<file path="config.mk">
export PLATFORM = sky130hd
export DESIGN_NAME = bert_rx_sync
export DESIGN_NICKNAME = d
export VERILOG_FILES = /design/src/rtl/bert_rx_pkg.sv /design/src/rtl/bert_ref_gen.sv /design/src/rtl/bert_loss_window.sv /design/src/rtl/bert_run_detect.sv /design/src/rtl/bert_rx_sync.sv
export SDC_FILE = /design/constraint.sdc
export NUM_CORES = 1
export LEC_CHECK = 0
export ABC_CLOCK_PERIOD_IN_PS = 5200
export BUFFER_PORTS_ARGS = -buffer_cell sky130_fd_sc_hd__buf_2
export CAP_MARGIN = 20
export CORE_MARGIN = 1.5
export CORE_UTILIZATION = 46
export DETAILED_ROUTE_END_ITERATION = 10
export PLACE_DENSITY_LB_ADDON = 0.25
export SYNTH_ARGS = -nofsm -noshare
export SYNTH_HDL_FRONTEND = slang
export SYNTH_SLANG_ARGS = --single-unit
</file>
<file path="constraint.sdc">
create_clock -name clk_i -period 5.2 [get_ports clk_i]
set_input_delay 0.26 -clock clk_i [delete_from_list [all_inputs] [get_ports clk_i]]
set_output_delay 0.26 -clock clk_i [all_outputs]
set_load 0.1 [all_outputs]
</file>
<file path="src/rtl/bert_rx_pkg.sv">
package bert_rx_pkg;
  localparam int DEF_REF_W     = 32;
  localparam int DEF_WIN_LEN   = 64;
  localparam int DEF_LOSS_THR  = 6;
  localparam int DEF_LOCK_BASE = 34;
  localparam int DEF_RUN_LEN   = 32;
endpackage

</file>
<file path="src/rtl/bert_ref_gen.sv">
module bert_ref_gen #(
  parameter int REF_W = 32,
  parameter int LEN_W = $clog2(REF_W)
) (
  input  logic             clk_i,
  input  logic             rst_ni,
  input  logic             acc_i,
  input  logic             bit_i,
  input  logic             track_i,
  input  logic             prbs_i,
  input  logic [LEN_W-1:0] len_i,
  input  logic [LEN_W-1:0] tap_i,
  output logic             pred_o,
  output logic [REF_W-1:0] ref_o
);
  logic [REF_W-1:0] ref_q;

  assign pred_o = prbs_i ? (ref_q[len_i] ^ ref_q[tap_i]) : ref_q[len_i];
  assign ref_o  = ref_q;

  // search: self-seed from line; sync: free-run on prediction
  always_ff @(posedge clk_i or negedge rst_ni) begin
    if (!rst_ni)    ref_q <= '0;
    else if (acc_i) ref_q <= {ref_q[REF_W-2:0], track_i ? pred_o : bit_i};
  end


  ref_hold_chk: assert property (@(posedge clk_i) disable iff (!rst_ni)
    !acc_i |=> $stable(ref_q));
endmodule

</file>
<file path="src/rtl/bert_loss_window.sv">
module bert_loss_window #(
  parameter int WIN_LEN = 64,
  parameter int CNT_W   = $clog2(WIN_LEN + 1)
) (
  input  logic             clk_i,
  input  logic             rst_ni,
  input  logic             clr_i,
  input  logic             shift_i,
  input  logic             err_i,
  output logic [CNT_W-1:0] cnt_nxt_o
);
  logic [WIN_LEN-1:0] win_q;
  logic [CNT_W-1:0]   cnt_q;

  assign cnt_nxt_o = shift_i ? cnt_q + CNT_W'(err_i) - CNT_W'(win_q[WIN_LEN-1]) : cnt_q;

  always_ff @(posedge clk_i or negedge rst_ni) begin
    if (!rst_ni) begin
      win_q <= '0;
      cnt_q <= '0;
    end else if (clr_i) begin
      win_q <= '0;
      cnt_q <= '0;
    end else if (shift_i) begin
      win_q <= {win_q[WIN_LEN-2:0], err_i};
      cnt_q <= cnt_nxt_o;
    end
  end


  win_count_chk: assert property (@(posedge clk_i) disable iff (!rst_ni)
    cnt_q == CNT_W'($countones(win_q)));
endmodule

</file>
<file path="src/rtl/bert_run_detect.sv">
module bert_run_detect #(
  parameter int   RUN_LEN = 32,
  parameter logic POL     = 1'b1,
  parameter int   CNT_W   = $clog2(RUN_LEN + 1)
) (
  input  logic clk_i,
  input  logic rst_ni,
  input  logic acc_i,
  input  logic bit_i,
  output logic flag_o
);
  logic [CNT_W-1:0] cnt_q;

  always_ff @(posedge clk_i or negedge rst_ni) begin
    if (!rst_ni) cnt_q <= '0;
    else if (acc_i) begin
      if (bit_i != POL)                 cnt_q <= '0;
      else if (cnt_q != CNT_W'(RUN_LEN)) cnt_q <= cnt_q + 1'b1;
    end
  end

  assign flag_o = (cnt_q == CNT_W'(RUN_LEN));


  run_flag_chk: assert property (@(posedge clk_i) disable iff (!rst_ni)
    $rose(flag_o) |-> $past(acc_i && (bit_i == POL)));
endmodule

</file>
<file path="src/rtl/bert_rx_sync.sv">
module bert_rx_sync
  import bert_rx_pkg::*;
#(
  parameter int REF_W     = DEF_REF_W,
  parameter int WIN_LEN   = DEF_WIN_LEN,
  parameter int LOSS_THR  = DEF_LOSS_THR,
  parameter int LOCK_BASE = DEF_LOCK_BASE,
  parameter int RUN_LEN   = DEF_RUN_LEN,
  parameter int LEN_W     = $clog2(REF_W)
) (
  input  logic             clk_i,
  input  logic             rst_ni,
  input  logic             rx_data_i,
  input  logic             rx_dis_i,
  input  logic             tx_data_i,
  input  logic             lpbk_i,
  input  logic             inv_i,
  input  logic             prbs_mode_i,
  input  logic [LEN_W-1:0] len_i,
  input  logic [LEN_W-1:0] tap_i,
  input  logic             auto_off_i,
  input  logic             resync_i,
  input  logic             snap_load_i,
  output logic             sync_o,
  output logic             err_o,
  output logic             bit_vld_o,
  output logic             all_ones_o,
  output logic             all_zeros_o,
  output logic [REF_W-1:0] snap_o
);
  localparam int MATCH_W = $clog2(LOCK_BASE + REF_W + 1);
  localparam int WCNT_W  = $clog2(WIN_LEN + 1);

  logic             sync_q, err_q, vld_q;
  logic             resync_prev_q, snap_prev_q;
  logic [LEN_W:0]   fill_q;
  logic [MATCH_W-1:0] match_q;
  logic [REF_W-1:0] snap_q, ref_w;
  logic [WCNT_W-1:0] loss_cnt;
  logic [1:0]       run_flag;

  logic bit_acc, bit_in, pred, mismatch, resync_edge, snap_edge, drop, fill_done;
  logic [LEN_W:0]     n_len;
  logic [MATCH_W-1:0] lock_thr, match_inc;

  assign bit_acc     = ~rx_dis_i;
  assign bit_in      = (lpbk_i ? tx_data_i : rx_data_i) ^ inv_i;
  assign resync_edge = resync_i & ~resync_prev_q;
  assign snap_edge   = snap_load_i & ~snap_prev_q;
  assign mismatch    = bit_in ^ pred;
  assign n_len       = {1'b0, len_i} + 1'b1;
  assign fill_done   = (fill_q == n_len);
  assign lock_thr    = MATCH_W'(LOCK_BASE) + MATCH_W'(n_len);
  assign match_inc   = match_q + 1'b1;
  assign drop        = ~auto_off_i & (loss_cnt >= WCNT_W'(LOSS_THR));

  bert_ref_gen #(.REF_W(REF_W), .LEN_W(LEN_W)) u_ref (
    .clk_i, .rst_ni,
    .acc_i   (bit_acc),
    .bit_i   (bit_in),
    .track_i (sync_q),
    .prbs_i  (prbs_mode_i),
    .len_i, .tap_i,
    .pred_o  (pred),
    .ref_o   (ref_w)
  );

  bert_loss_window #(.WIN_LEN(WIN_LEN), .CNT_W(WCNT_W)) u_win (
    .clk_i, .rst_ni,
    .clr_i     (resync_edge | ~sync_q),
    .shift_i   (bit_acc & sync_q),
    .err_i     (mismatch),
    .cnt_nxt_o (loss_cnt)
  );

  for (genvar g = 0; g < 2; g++) begin : g_run
    bert_run_detect #(.RUN_LEN(RUN_LEN), .POL(1'(g))) u_run (
      .clk_i, .rst_ni,
      .acc_i  (bit_acc),
      .bit_i  (bit_in),
      .flag_o (run_flag[g])
    );
  end

  always_ff @(posedge clk_i or negedge rst_ni) begin
    if (!rst_ni) begin
      sync_q        <= 1'b0;
      fill_q        <= '0;
      match_q       <= '0;
      err_q         <= 1'b0;
      vld_q         <= 1'b0;
      resync_prev_q <= 1'b0;
      snap_prev_q   <= 1'b0;
      snap_q        <= '0;
    end else begin
      resync_prev_q <= resync_i;
      snap_prev_q   <= snap_load_i;
      err_q         <= bit_acc & sync_q & mismatch;
      vld_q         <= bit_acc & sync_q;
      if (snap_edge) snap_q <= ref_w;
      if (resync_edge) begin
        sync_q  <= 1'b0;
        fill_q  <= '0;
        match_q <= '0;
      end else if (bit_acc) begin
        if (sync_q) begin
          if (drop) begin
            sync_q  <= 1'b0;
            fill_q  <= '0;
            match_q <= '0;
          end
        end else if (!fill_done) begin
          fill_q <= fill_q + 1'b1;
        end else if (mismatch) begin
          match_q <= '0;
        end else if (match_inc >= lock_thr) begin
          sync_q  <= 1'b1;
          match_q <= '0;
        end else begin
          match_q <= match_inc;
        end
      end
    end
  end

  assign sync_o      = sync_q;
  assign err_o       = err_q;
  assign bit_vld_o   = vld_q;
  assign all_zeros_o = run_flag[0];
  assign all_ones_o  = run_flag[1];
  assign snap_o      = snap_q;


  lock_on_bit_chk: assert property (@(posedge clk_i) disable iff (!rst_ni)
    (!sync_q && !bit_acc) |=> !sync_q);

  err_in_sync_chk: assert property (@(posedge clk_i) disable iff (!rst_ni)
    err_q |-> vld_q);

  no_auto_drop_chk: assert property (@(posedge clk_i) disable iff (!rst_ni)
    (sync_q && auto_off_i && !resync_edge) |=> sync_q);

  resync_drop_chk: assert property (@(posedge clk_i) disable iff (!rst_ni)
    resync_edge |=> !sync_q);

  dis_no_vld_chk: assert property (@(posedge clk_i) disable iff (!rst_ni)
    rx_dis_i |=> !vld_q);
endmodule

</file>
==> impl.org, run 1 <==
** Synthesis
- Yosys top cell area share :: 52.4%
- After Yosys synthesis, and, or, nand and nor cells account for 7.75% of the synthesized area.
- Synth Warn # :: 0
- After synthesis, the largest family of logic cells by area is multiplexers.
- Share of the synthesized area in compound gates (AO/OA/AOI/OAI) :: 14.2%
- Post-synthesis xor/xnor area fraction :: 3.48%
- EDFF count, synth :: 0
- Count of unique library cells instantiated by Yosys :: 56
- In the synthesized netlist the dominant register cell turns out to be sky130_fd_sc_hd__dfrtp_1.
- Nets in the synthesized netlist :: 680
- Multiplexer fraction of the synthesized cell area :: 15.2%
- Synth top area cells :: sky130_fd_sc_hd__dfrtp_1 (52%), sky130_fd_sc_hd__mux2_2 (9.6%), sky130_fd_sc_hd__a22o_1 (7.7%)
- Post-synthesis cell count :: 636
- Fraction of the mapped netlist area in adder cells :: 3.88%
- Synthesized area divided by synthesized cell count :: 12.4 µm²
- Of all cell types, the one taking the most synthesized area is sky130_fd_sc_hd__dfrtp_1.
- The share of the Yosys chip area taken by registers is 52.4%.
- The mapped netlist covers 0.00788 mm².
- Counting flops and latches in the post-synthesis netlist gives 165.
- Proportion of register bits with asynchronous set or reset after synthesis :: 100%

** Routing
- Wire segments on met2 add up to 7.32 mm in the final route.
- Mean number of vias per cell :: 5.66
- For this block, wires on met1 add up to 7.47 mm.
- Routed length on met3 :: 605 µm
- Wires add up to 15.7 mm.
- Uppermost routed layer :: met4
- After detailed routing, the average wire length per cell comes to 17.1 µm.
- The first detailed-routing pass took 5 iterations.
- After detailed routing, the number of remaining DRC violations is 0.
- The detail route stage leaves a number of antenna-violating nets equal to 0.
- First DRT Iteration DRCs :: 390
- Total via count after detailed routing :: 5188

** Clock tree
- Clock transition at the registers of the reported paths :: 70 ps
- Total of cells resized after clock tree synthesis :: 0
- The clock reaches the later pin of the worst-skew pair after 420 ps.
- Largest buffer count on any clock path :: 2
- Root Driver :: sky130_fd_sc_hd__clkbuf_16
- H-Tree Depth :: 4
- TritonCTS built the clock tree.
- The number of clock buffers added by TritonCTS is 17.
- Setup bufs post-CTS :: 0
- The clock drives 165 sinks.

** Placed design
- Once detailed placement completed, the half-perimeter wirelength came to 10.2 mm.
- Count of input and output buffers :: 57
- Setup slack at placement :: 251 ps
- At the end of routability-driven placement, the weighted congestion stood at 0.805.

** Timing
- Least-Margin Pin Slew :: 1030 ps
- Setup repair after global routing missed its margin :: no
- Fin. Hold Viols :: 0
- Setup-violating endpoint count in the final report :: 0
- The clock period could shrink to 4900 ps.
- Final-layout setup total negative slack :: 0 ps
- In the finished design, the share of the clock period the worst path needs comes to 94.3%.
- Worst slew margin :: 31.3%
- Clock skew on the completed layout was measured at 10.7 ps.
- The final-report max-slew violation count is 0.
- After layout, the worst setup slack is 298 ps.
- Highest Clock Rate :: 204 MHz

** Setup path
- CP startpoint kind :: flip-flop
- CP Capture Type :: flip-flop
- The setup path with the least slack is of type reg2reg.
- For the worst setup path, the data required time is 5530 ps.
- In this run the worst path has a maximum fanout of 9.
- Data on the critical path arrives at its endpoint at 5240 ps.

** Floorplan
- Number of placement rows :: 47
- Initial Utilization :: 47.3%
- Core footprint :: 0.0166 mm²
- The die covers 0.0179 mm².
- The die is 134 µm wide.
- Die Y-Extent :: 134 µm
- During I/O placement, the number of pins put on the boundary was 58.

** Global route
- After global routing the overflow that remains totals 0.
- GRT Total Usage :: 18.4%
- Entering global routing, the biggest net connects 102 pins.
- Vias in the first global route :: 5175
- Initial antenna violation count :: 0
- Global-route wire length before repair :: 26.4 mm

** Finish
- At the end of the flow the core is filled with cells to 53.9%.
- Number of diodes added for antenna fixing :: 0
- Area growth, synth to finish :: 13.9%
- Commonest non-fill, non-tap cells in the layout :: sky130_fd_sc_hd__dfrtp_1 (165), sky130_fd_sc_hd__a22o_1 (69), sky130_fd_sc_hd__mux2_2 (67), sky130_fd_sc_hd__buf_2 (56), sky130_fd_sc_hd__nor2_1 (35)
- Cells with a size suffix above 1 make up 26.5% of the layout.
- The final layout contains 728 nets.
- Leading cell type in the layout, fill and taps excluded :: sky130_fd_sc_hd__dfrtp_1

** Power and ir drop
- Internal power of the cells :: 2.56 mW
- Switching power as a share of total power :: 40.7%
- Seq pwr share :: 39.7%
- Leak pwr :: 4.25 nW
- Power density over the cells :: 481 mW/mm²
- Power after layout :: 4.32 mW
- Combinational group share of total power :: 31.8%
- Summed over all nets, the switching power comes to 1.76 mW.
- In this run, the clock network consumes 28.6% of the power.
- Maximum resistive drop on vdd :: 0.509 mV

** Status
- The flow ran to the end, and the final reports show no timing, DRC or antenna violations.

** Worst hold path
- In this run the worst hold path is classified as in2reg.

** Flow run
- Max-cap violation count :: 0
==> cells in the mapped netlist, drive strengths merged (5+ instances only) <==
| library cell | count |
|---|---|
| dfrtp | 165 |
| nand2b | 8 |
| or3 | 5 |
| xnor2 | 14 |
| a21oi | 14 |
| ha | 22 |
| nand4 | 7 |
| buf | 17 |
| mux2 | 67 |
| a21o | 5 |
| xor2 | 12 |
| clkbuf | 21 |
| mux2i | 18 |
| mux4 | 11 |
| o21ai | 19 |
| nand3 | 24 |
| inv | 23 |
| nor2b | 7 |
| nand2 | 24 |
| nor2 | 36 |
| a22o | 69 |
==> flip-flops by register name, indices dropped and copies added (netlist names), 6 cells and up <==
name,cells
snap_o,32
u_win.cnt_q,7
match_q,7
g_run.u_run.cnt_q,12
fill_q,6
u_win.win_q,64
u_ref.ref_o,32
==> layout make-up <==
cell class,count,area (µm²)
Clock buffer,17,425
Clock inverter,15,159
Fill cell,1397,7670
Inverter,23,86.3
Multi-Input combinational cell,410,3510
Sequential cell,165,4130
Tap cell,220,275
Timing Repair Buffer,67,387
==> critical path, cell delays in order, from the launching register on <==
cell and delay [ps]:
sky130_fd_sc_hd__dfrtp_1 430, sky130_fd_sc_hd__mux4_1 550, sky130_fd_sc_hd__mux4_2 480, sky130_fd_sc_hd__nor2_1 110, sky130_fd_sc_hd__a311oi_1 80, sky130_fd_sc_hd__xnor3_2 530
sky130_fd_sc_hd__inv_1 120, sky130_fd_sc_hd__ha_1 170, sky130_fd_sc_hd__inv_1 60, sky130_fd_sc_hd__fa_1 380, sky130_fd_sc_hd__nor2b_1 250, sky130_fd_sc_hd__o211ai_1 140
sky130_fd_sc_hd__a41oi_1 250, sky130_fd_sc_hd__a21oi_1 190, sky130_fd_sc_hd__o41ai_4 560, sky130_fd_sc_hd__buf_4 260, sky130_fd_sc_hd__nand3_1 80, sky130_fd_sc_hd__mux2i_1 160
==> per-stage QoR <==
stage	instance area (µm²)	instances	hold slack, ps
floorplan	7880	636	-35.6
global placement	8340	881	387
detailed placement	8340	881	393
CTS	8950	916	266
global route	8970	917	335
finish	8970	917	289
==> worst paths after layout <==
| path | to | cells past startpoint | slack, ps | from |
|---|---|---|---|---|
| hold / removal | sync_o | 4 | 290 | auto_off_i |
| max in group asynchronous | snap_o[4] | 3 | 3280 | rst_ni |
| setup reg to reg | fill_q[5] | 17 | 300 | u_ref.ref_o[1] |
| min in group asynchronous | g_run[0].u_run.cnt_q[4] | 2 | 460 | rst_ni |
| hold reg to reg | u_win.win_q[1] | 1 | 500 | u_win.win_q[0] |
| setup / recovery | fill_q[5] | 17 | 300 | u_ref.ref_o[1] |
==> power by group through the flow <==
stage	clock network, mW	registers [mW]	logic (mW)
after floorplan	0	2.37	0.431
final	1.23	1.71	1.37
after global routing	1.32	1.75	1.44
after CTS	1.27	1.71	1.38
after global placement	0	1.72	1.35
after detailed placement	0	1.73	1.37
==> repair_timing <==
action	CTS	global route
hold buffers	3	0
hold endpoints to repair	25	0
endpoints found under the setup margin	0	0
==> per-layer routing <==
metal  vias to the layer above  track usage, %
met4                         0            6.46
met1                      2616            25.6
met3                        18            4.27
met5                         -               0
met2                       111            28.6
li1                       2443               -
==> cell families after synthesis <==
kind of cell | Yosys count
compound gates | 136
xor+xnor | 28
fa+ha+maj | 24
buf+inv | 61
flops | 165
mux | 96
simple gates | 126
No activity file was read; power rests on OpenSTA's default activity.
==> run 2, diff against run 1 <==
--- a/config.mk
+++ b/config.mk
@@ -5,7 +5,7 @@
 export SDC_FILE = /design/constraint.sdc
 export NUM_CORES = 1
 export LEC_CHECK = 0
-export ABC_CLOCK_PERIOD_IN_PS = 5200
+export ABC_CLOCK_PERIOD_IN_PS = 5230
 export BUFFER_PORTS_ARGS = -buffer_cell sky130_fd_sc_hd__buf_2
 export CAP_MARGIN = 20
 export CORE_MARGIN = 1.5
==> constraint.sdc (replaced) <==
create_clock -name clk_i -period 5.23 [get_ports clk_i]
set_input_delay 0.2615 -clock clk_i [delete_from_list [all_inputs] [get_ports clk_i]]
set_output_delay 0.2615 -clock clk_i [all_outputs]
set_load 0.1 [all_outputs]
==> impl.org, run 2 (synthesis results as in run 1) <==
** Status
- The flow ran to the end, and the final reports show no timing, DRC or antenna violations.

** Global route
- The initial antenna violation count is 0 (unchanged).
- Global-route wire length before repair :: 26.2 mm (-0.89%)
- The via count of the first global-routing pass was 5282 (+2.1%).
- The combined global-route utilization of all metal layers is 18.2% (-0.20 points).
- The remaining global-route overflow is 0 (unchanged).
- Largest net degree at the start of global routing :: 103 (+0.98%)

** Clock tree
- The maximum root-to-sink buffer count came to 2 (unchanged).
- Clock tree from TritonCTS :: done
- The number of post-CTS setup repair buffers is 0 (unchanged).
- The post-cts repair resize count came to 0 (unchanged).
- The total of hold buffers inserted after clock tree synthesis came to 3 (unchanged).
- The tree is rooted in a sky130_fd_sc_hd__clkbuf_16.
- Number of clock sinks :: 165 (unchanged)
- Clock transition at the registers of the reported paths :: 70 ps (about the same)
- The clock latency of the later-clocked register in the worst-skew pair was 430 ps (about the same).
- The total clock buffers created by CTS is 17 (unchanged).
- H-Tree Depth :: 4 (unchanged)

** Routing
- Mean number of vias per cell :: 5.65 (-0.17%)
- The violation count after the first detailed-route iteration is 367 (-5.9%).
- Total via count after detailed routing :: 5179 (-0.17%)
- The number of design rule violations left after detail routing was 0 (unchanged).
- The average wire per cell in the routed design came to 16.7 µm (-1.9%).
- Drt first pass iters :: 5 (unchanged)
- The routed wire length is 15.4 mm (-1.9%).
- The post-route antenna net violation count came to 0 (unchanged).

** Power and ir drop
- The maximum VDD drop was 0.477 mV (-6.3%).
- Leak pwr :: 4.25 nW (-0.17%)
- Power density over the cells :: 475 mW/mm² (-1.2%)

** Timing
- The achievable frequency came to 206 MHz (+0.86%).
- Final Skew :: 12.6 ps (+1.91 ps)
- The worst-margin pin slew came to 989 ps (-40.1 ps).
- Worst slew margin :: 33.5% (+2.2 points)
- The setup total negative slack was 0 ps (unchanged).
- The final-report max-slew violation count was 0 (unchanged).
- Setup repair after global routing missed its margin :: no
- The final critical-path setup slack was 370 ps (+72.0 ps).
- The final period demand of the worst path was 4860 ps (-42.0 ps).
- Fin. Hold Viols :: 0 (unchanged)
- Setup-violating endpoint count in the final report :: 0 (unchanged)
- Final critical-path share of the clock period :: 92.9% (-1.3 points)

** Floorplan
- DIE AREA :: 0.0179 mm² (unchanged)
- Die boundary width :: 134 µm (unchanged)
- Initial Utilization :: 47.3% (unchanged)
- Number of placement rows :: 47 (unchanged)
- The placeable core region was 0.0166 mm² (unchanged).
- The number of top-level design ports was 58 (unchanged).
- Die Y-Extent :: 134 µm (unchanged)

** Finish
- Area growth, synth to finish :: 13.9% (about the same)
- Commonest non-fill, non-tap cells in the layout :: sky130_fd_sc_hd__dfrtp_1 (165), sky130_fd_sc_hd__a22o_1 (69), sky130_fd_sc_hd__mux2_2 (67), sky130_fd_sc_hd__buf_2 (56), sky130_fd_sc_hd__nor2_1 (35)
- The final net count is 728 (unchanged).
- Number of diodes added for antenna fixing :: 0 (unchanged)
- The flip-flop count of the largest register, all copies and words added came to 64 (unchanged).
- Counting flops per register, the top entry is u_win.win_q.
- The library cell used most frequently in the layout, excluding fill and tap cells, is sky130_fd_sc_hd__dfrtp_1.
- The fraction of layout instances using a drive strength above 1 was 26.5% (unchanged).

** Placed design
- The worst slack at placement was 346 ps (+95.9 ps).
- The placed wire-length estimate was 10.3 mm (+0.64%).
- Routability congestion estimate :: 0.811 (+0.78%)
- Count of input and output buffers :: 57 (unchanged)

** Setup path
- CP Capture Type :: flip-flop
- The critical path is of the reg2reg type.
- The setup slack of the most critical reg-to-reg path was 370 ps (+70 ps).
- Data required time at the worst endpoint :: 5570 ps (+40 ps)
- STA classifies the critical path startpoint as a flip-flop.
- Worst path arrival time :: 5200 ps (-40 ps)
- Top fanout value on the critical path :: 11 (+2)

** Worst hold path
- The worst hold path belongs to the class in2reg.

** Flow run
- Max-cap violation count :: 0 (unchanged)
[run 2: changes by cell type in the layout (fill, tap and decap cells not counted), sizes merged]
cell      change
bufinv        -1
clkinv        +1
clkinvlp      +1
inv           -1
[run 2: worst paths after layout]
kind / start / cells after the start / end
worst max-delay path: u_ref.ref_o[5] / 17 / match_q[2]
worst min-delay path: auto_off_i / 4 / sync_o
worst max register to register: u_ref.ref_o[5] / 17 / match_q[2]
worst min register to register: u_win.win_q[22] / 1 / u_win.win_q[22]
max in group asynchronous: rst_ni / 3 / snap_o[4]
min in group asynchronous: rst_ni / 2 / g_run[0].u_run.cnt_q[2]
[run 2: through the flow]
| step | cell area [µm²] | std cells | utilization [%] | hold slack, ps | power, mW |
|---|---|---|---|---|---|
| 2_1_floorplan | 7880 | 636 | - | -34.1 | 2.79 |
| 3_3_place_gp | 8340 | 881 | 50.1 | 388 | 3.05 |
| 3_5_place_dp | 8340 | 881 | 50.1 | 395 | 3.08 |
| 4_1_cts | 8950 | 916 | 53.8 | 256 | 4.31 |
| 5_1_grt | 8970 | 917 | 53.9 | 311 | 4.46 |
| 6_report | 8970 | 917 | 53.9 | 263 | 4.27 |
[run 2: metal layers]
| layer | share of wire (%) | GRT usage (%) |
|---|---|---|
| met3 | 3.8 | 3.74 |
| met4 | 1.0 | 6.22 |
| met2 | 48 | 29.1 |
| met1 | 47 | 25.0 |
| met5 | 0 | 0 |
[run 2: layout make-up]
cell class / count / area (µm²)
Clock inverter: 15 / 160
Fill cell: 1422 / 7670
Sequential cell: 165 / 4130
Timing Repair Buffer: 67 / 387
Tap cell: 220 / 275
Inverter: 23 / 86.3
Clock buffer: 17 / 425
Multi-Input combinational cell: 410 / 3510
[run 2: worst max-delay path, stage by stage (launching register included)]
cell	delay, ps
sky130_fd_sc_hd__dfrtp_1	440
sky130_fd_sc_hd__mux4_1	520
sky130_fd_sc_hd__mux4_2	480
sky130_fd_sc_hd__nor2_1	100
sky130_fd_sc_hd__a311oi_1	70
sky130_fd_sc_hd__xnor3_2	520
sky130_fd_sc_hd__inv_1	130
sky130_fd_sc_hd__ha_1	170
sky130_fd_sc_hd__inv_1	50
sky130_fd_sc_hd__fa_1	370
sky130_fd_sc_hd__nor2b_1	250
sky130_fd_sc_hd__o211ai_1	140
sky130_fd_sc_hd__a21o_1	180
sky130_fd_sc_hd__and3_1	220
sky130_fd_sc_hd__o41ai_4	660
sky130_fd_sc_hd__buf_4	270
sky130_fd_sc_hd__nand3_1	110
sky130_fd_sc_hd__o211ai_2	90
[run 2: where the power goes]
group          leakage (nW)  switching (mW)  total [mW]  internal, mW
clock network         0.277           0.574        1.21         0.637
registers              2.21           0.209        1.70          1.49
logic                  1.76           0.979        1.36         0.377
total                  4.25            1.76        4.27          2.51
==> run 3, diff against run 2 <==
--- a/config.mk
+++ b/config.mk
@@ -5,6 +5,7 @@
 export SDC_FILE = /design/constraint.sdc
 export NUM_CORES = 1
 export LEC_CHECK = 0
+export ABC_AREA = 1
 export ABC_CLOCK_PERIOD_IN_PS = 5230
 export BUFFER_PORTS_ARGS = -buffer_cell sky130_fd_sc_hd__buf_2
 export CAP_MARGIN = 20
==> impl.org, run 3 <==
** Timing
- The setup total negative slack was 0 ps (unchanged).
- Final Skew :: 12.7 ps (+0.0840 ps)
- The final-report max-slew violation count was 0 (unchanged).
- Setup-violating endpoint count in the final report :: 0 (unchanged)
- The achievable frequency is 278 MHz (+35%).
- Worst Hold Margin :: 336 ps (+72.6 ps)
- Least-Margin Pin Slew :: 969 ps (-19.8 ps)
- The number of endpoints with negative hold slack in the final report was 0 (unchanged).
- Final critical-path share of the clock period :: 68.9% (-24 points)
- The relative slew slack came to 35.2% (+1.7 points).
- Post-layout minimum cycle time :: 3600 ps (-1260 ps)
- Setup repair after global routing missed its margin :: no

** Floorplan
- The area of the die is 0.0183 mm² (+2.3%).
- Core footprint :: 0.0172 mm² (+3.6%)
- The number of top-level design ports is 58 (unchanged).
- The number of rows in the core area came to 48 (+2.1%).
- Die boundary width :: 135 µm (+1.1%)
- The initial core utilization was 46.8% (-0.56 points).
- Die Y-Extent :: 135 µm (+1.1%)

** Routing
- The post-route antenna net violation count was 0 (unchanged).
- Routed wire length :: 16.5 mm (+7.8%)
- The average wire per cell in the routed design came to 13.5 µm (-19%).
- # DRC :: 0 (unchanged)
- First DRT Iteration DRCs :: 409 (+11%)
- Mean number of vias per cell :: 5.02 (-11%)
- The via count is 6142 (+19%).
- The total iterations of the first detailed-routing run was 5 (unchanged).

** Synthesis
- Flop and latch count out of synthesis :: 165 (unchanged)
- Synth top area cells :: sky130_fd_sc_hd__dfrtp_1 (51%), sky130_fd_sc_hd__nand2_1 (9.6%), sky130_fd_sc_hd__inv_1 (7.1%)
- The post-synth net total came to 984 (+45%).
- The synthesized area was 0.00806 mm² (+2.4%).
- Synth Warn # :: 0 (unchanged)
- Commonest cells in the netlist :: sky130_fd_sc_hd__nand2_1 (206), sky130_fd_sc_hd__dfrtp_1 (165), sky130_fd_sc_hd__inv_1 (153)
- The post-synthesis average cell area came to 8.58 µm² (-31%).
- The most common cell in the synthesized netlist is sky130_fd_sc_hd__nand2_1.
- The async set-or-reset flop fraction in the synthesized netlist was 100% (unchanged).
- The synthesized design spends more area on one cell type than any other, namely sky130_fd_sc_hd__dfrtp_1.
- Main synth FF type :: sky130_fd_sc_hd__dfrtp_1
- EDFF count, synth :: 0 (unchanged)
- The distinct cell type count after synthesis is 42 (-25%).
- Yosys top cell area share :: 51.2% (-1.2 points)
- The sequential element share of the synthesized area was 51.2% (-1.2 points).
- Post-synthesis cell count :: 940 (+48%)

** Setup path
- Worst r2r path cells :: 28 (+11)
- Terminus of the critical flop-to-flop path :: fill_q[0]
- Cell with the largest stage delay on the worst path :: sky130_fd_sc_hd__dfrtp_1
- The required time of the critical path came to 5550 ps (-20 ps).
- By startpoint and endpoint, the worst setup path is classified as reg2reg.
- Worst path arrival time :: 3920 ps (-1280 ps)
- The worst register-to-register path begins at u_ref.ref_o[23].
- CP Capture Type :: flip-flop
- The setup slack of the most critical reg-to-reg path was 1630 ps (+1260 ps).
- The worst setup path is launched from a flip-flop.
- The peak fanout along the critical path is 12 (+1).
- The worst stage delay on the critical path is 430 ps (-230 ps).

** Clock tree
- Setup bufs post-CTS :: 0 (unchanged)
- Clock buffers created by TritonCTS :: 17 (unchanged)
- The number of H-tree levels was 4 (unchanged).
- Clock tree from TritonCTS :: done
- Clock latency on the worst-skew pair :: 430 ps (about the same)
- Clock transition at the registers of the reported paths :: 70 ps (about the same)
- The maximum root-to-sink buffer count came to 2 (unchanged).
- CTS placed an instance of sky130_fd_sc_hd__clkbuf_16 at the clock tree root.
- The total number of clock tree sinks is 165 (unchanged).

** Power and ir drop
- Leak pwr :: 4.32 nW (+1.8%)
- Power density over the cells :: 390 mW/mm² (-18%)
- Maximum resistive drop on vdd :: 0.289 mV (-39%)
- The total design power is 3.55 mW (-17%).

** Worst hold path
- The worst hold path belongs to the class in2reg.
- Hold endpoint :: match_q[1]
- Min-Delay Startpoint :: auto_off_i
- Cell depth of the worst min-delay path :: 6 (+2)

** Global route
- Global-route congestion overflow total :: 0 (unchanged)
- The largest net degree at the start of global routing came to 96 (-6.8%).
- The via count of the first global-routing pass came to 5716 (+8.2%).
- GRT Total Usage :: 19.1% (+0.89 points)
- Initial antenna violation count :: 0 (unchanged)
- Global-route wire length before repair :: 28.0 mm (+7.1%)

** Finish
- Leaving out fill and tap cells, the most frequent cell in the layout is sky130_fd_sc_hd__nand2_1.
- From synthesis to final layout, the design area changed by 12.9%.
- The final net count was 1030 (+41%).
- Number of diodes added for antenna fixing :: 0 (unchanged)
- The final core utilization was 52.8% (-1.1 points).
- Register with the most flip-flops :: u_win.win_q
- The area of all placed cells without fillers was 0.00910 mm² (+1.4%).
- The flip-flop count of the largest register, all copies and words added came to 64 (unchanged).
- Fraction of final layout cells sized beyond drive strength 1 :: 14.6% (-12 points)
- In the layout the commonest cells are sky130_fd_sc_hd__nand2_1 (203), sky130_fd_sc_hd__dfrtp_1 (165), sky130_fd_sc_hd__inv_1 (153), sky130_fd_sc_hd__o21ai_0 (72), sky130_fd_sc_hd__nand3_1 (71).

** Placed design
- The routability congestion estimate came to 0.804 (-0.81%).
- Count of input and output buffers :: 57 (unchanged)
- The placed wire-length estimate was 11.1 mm (+7.7%).
- Post-Place Cell Area :: 0.00845 mm² (+1.4%)

** Flow run
- The total of max-cap violations came to 0 (unchanged).

** Status
- Outcome :: complete, no violations
-- run 3: changes by cell type in the layout (fill, tap and decap cells not counted), moves of 60 or more --
cell / previous run / this run
sky130_fd_sc_hd__a22o_1: 69 / 0
sky130_fd_sc_hd__inv_1: 22 / 153
sky130_fd_sc_hd__mux2_2: 67 / 1
sky130_fd_sc_hd__nand2_1: 24 / 203
sky130_fd_sc_hd__o21ai_0: 12 / 72
sky130_fd_sc_hd__o22ai_1: 0 / 66
-- run 3: area by class of cell --
cell class	count	area (µm²)
Clock buffer	17	425
Tap cell	225	282
Timing Repair Buffer	64	377
Inverter	163	617
Fill cell	1635	8130
Sequential cell	165	4130
Clock inverter	15	158
Multi-Input combinational cell	575	3120
-- run 3: logic make-up after synthesis --
family / share of synthesized area [%]
DFF: 51.2
adders and majority gates: 3.66
and+or+nand+nor: 19.8
muxes: 0.140
AOI/OAI and AO/OA: 13.1
xor gates and xnor gates: 1.92
buffers and inverters: 10.2
-- run 3: how the worst max path moves through the flow --
stage / startpoint / end / slack [ps] / cells after the start
floorplan: tap_i[0] / fill_q[4] / 2050 / 30
global placement: len_i[0] / fill_q[5] / 1440 / 29
detailed placement: len_i[0] / fill_q[0] / 1340 / 29
CTS: u_ref.ref_o[31] / fill_q[0] / 1620 / 26
global route: u_ref.ref_o[31] / fill_q[4] / 1300 / 28
finish: u_ref.ref_o[23] / fill_q[0] / 1630 / 28
-- run 3: per-layer routing --
metal	vias up	routed length, µm	GRT usage, %	part of all wire [%]
met5	-	0	0	0
met4	0	115	5.14	0.70
met3	12	746	4.68	4.5
met2	114	7420	28.8	45
met1	2866	8260	27.7	50
li1	3150	-	-	-
-- run 3: metrics by stage --
| stage | setup WS (ps) | cells |
|---|---|---|
| after global placement | 1440 | 1187 |
| after detailed placement | 1340 | 1187 |
| final | 1630 | 1224 |
| after CTS | 1620 | 1222 |
| after floorplan | 2050 | 940 |
| after global routing | 1300 | 1224 |
-- run 3: what timing repair did --
| action | 4_1_cts | 5_1_grt |
|---|---|---|
| hold buffers | 3 | 0 |
| resized for setup | 0 | 0 |
| endpoints found under the hold margin | 96 | 0 |
-- run 3: critical path: cells and delay by family (launching register included) --
| kind | cells | cell delay [ps] |
|---|---|---|
| and+or+nand+nor | 21 | 2130 |
| buffers and inverters | 3 | 200 |
| AOI/OAI and AO/OA | 2 | 140 |
| adders and majority gates | 2 | 590 |
| DFF | 1 | 430 |
-- run 3: report_power, final --
part / internal [mW] / leakage, nW / total (mW) / switching, mW
Clock: 0.638 / 0.287 / 1.23 / 0.588
Sequential: 1.40 / 2.24 / 1.51 / 0.114
Combinational: 0.188 / 1.80 / 0.814 / 0.626
Total: 2.22 / 4.32 / 3.55 / 1.33
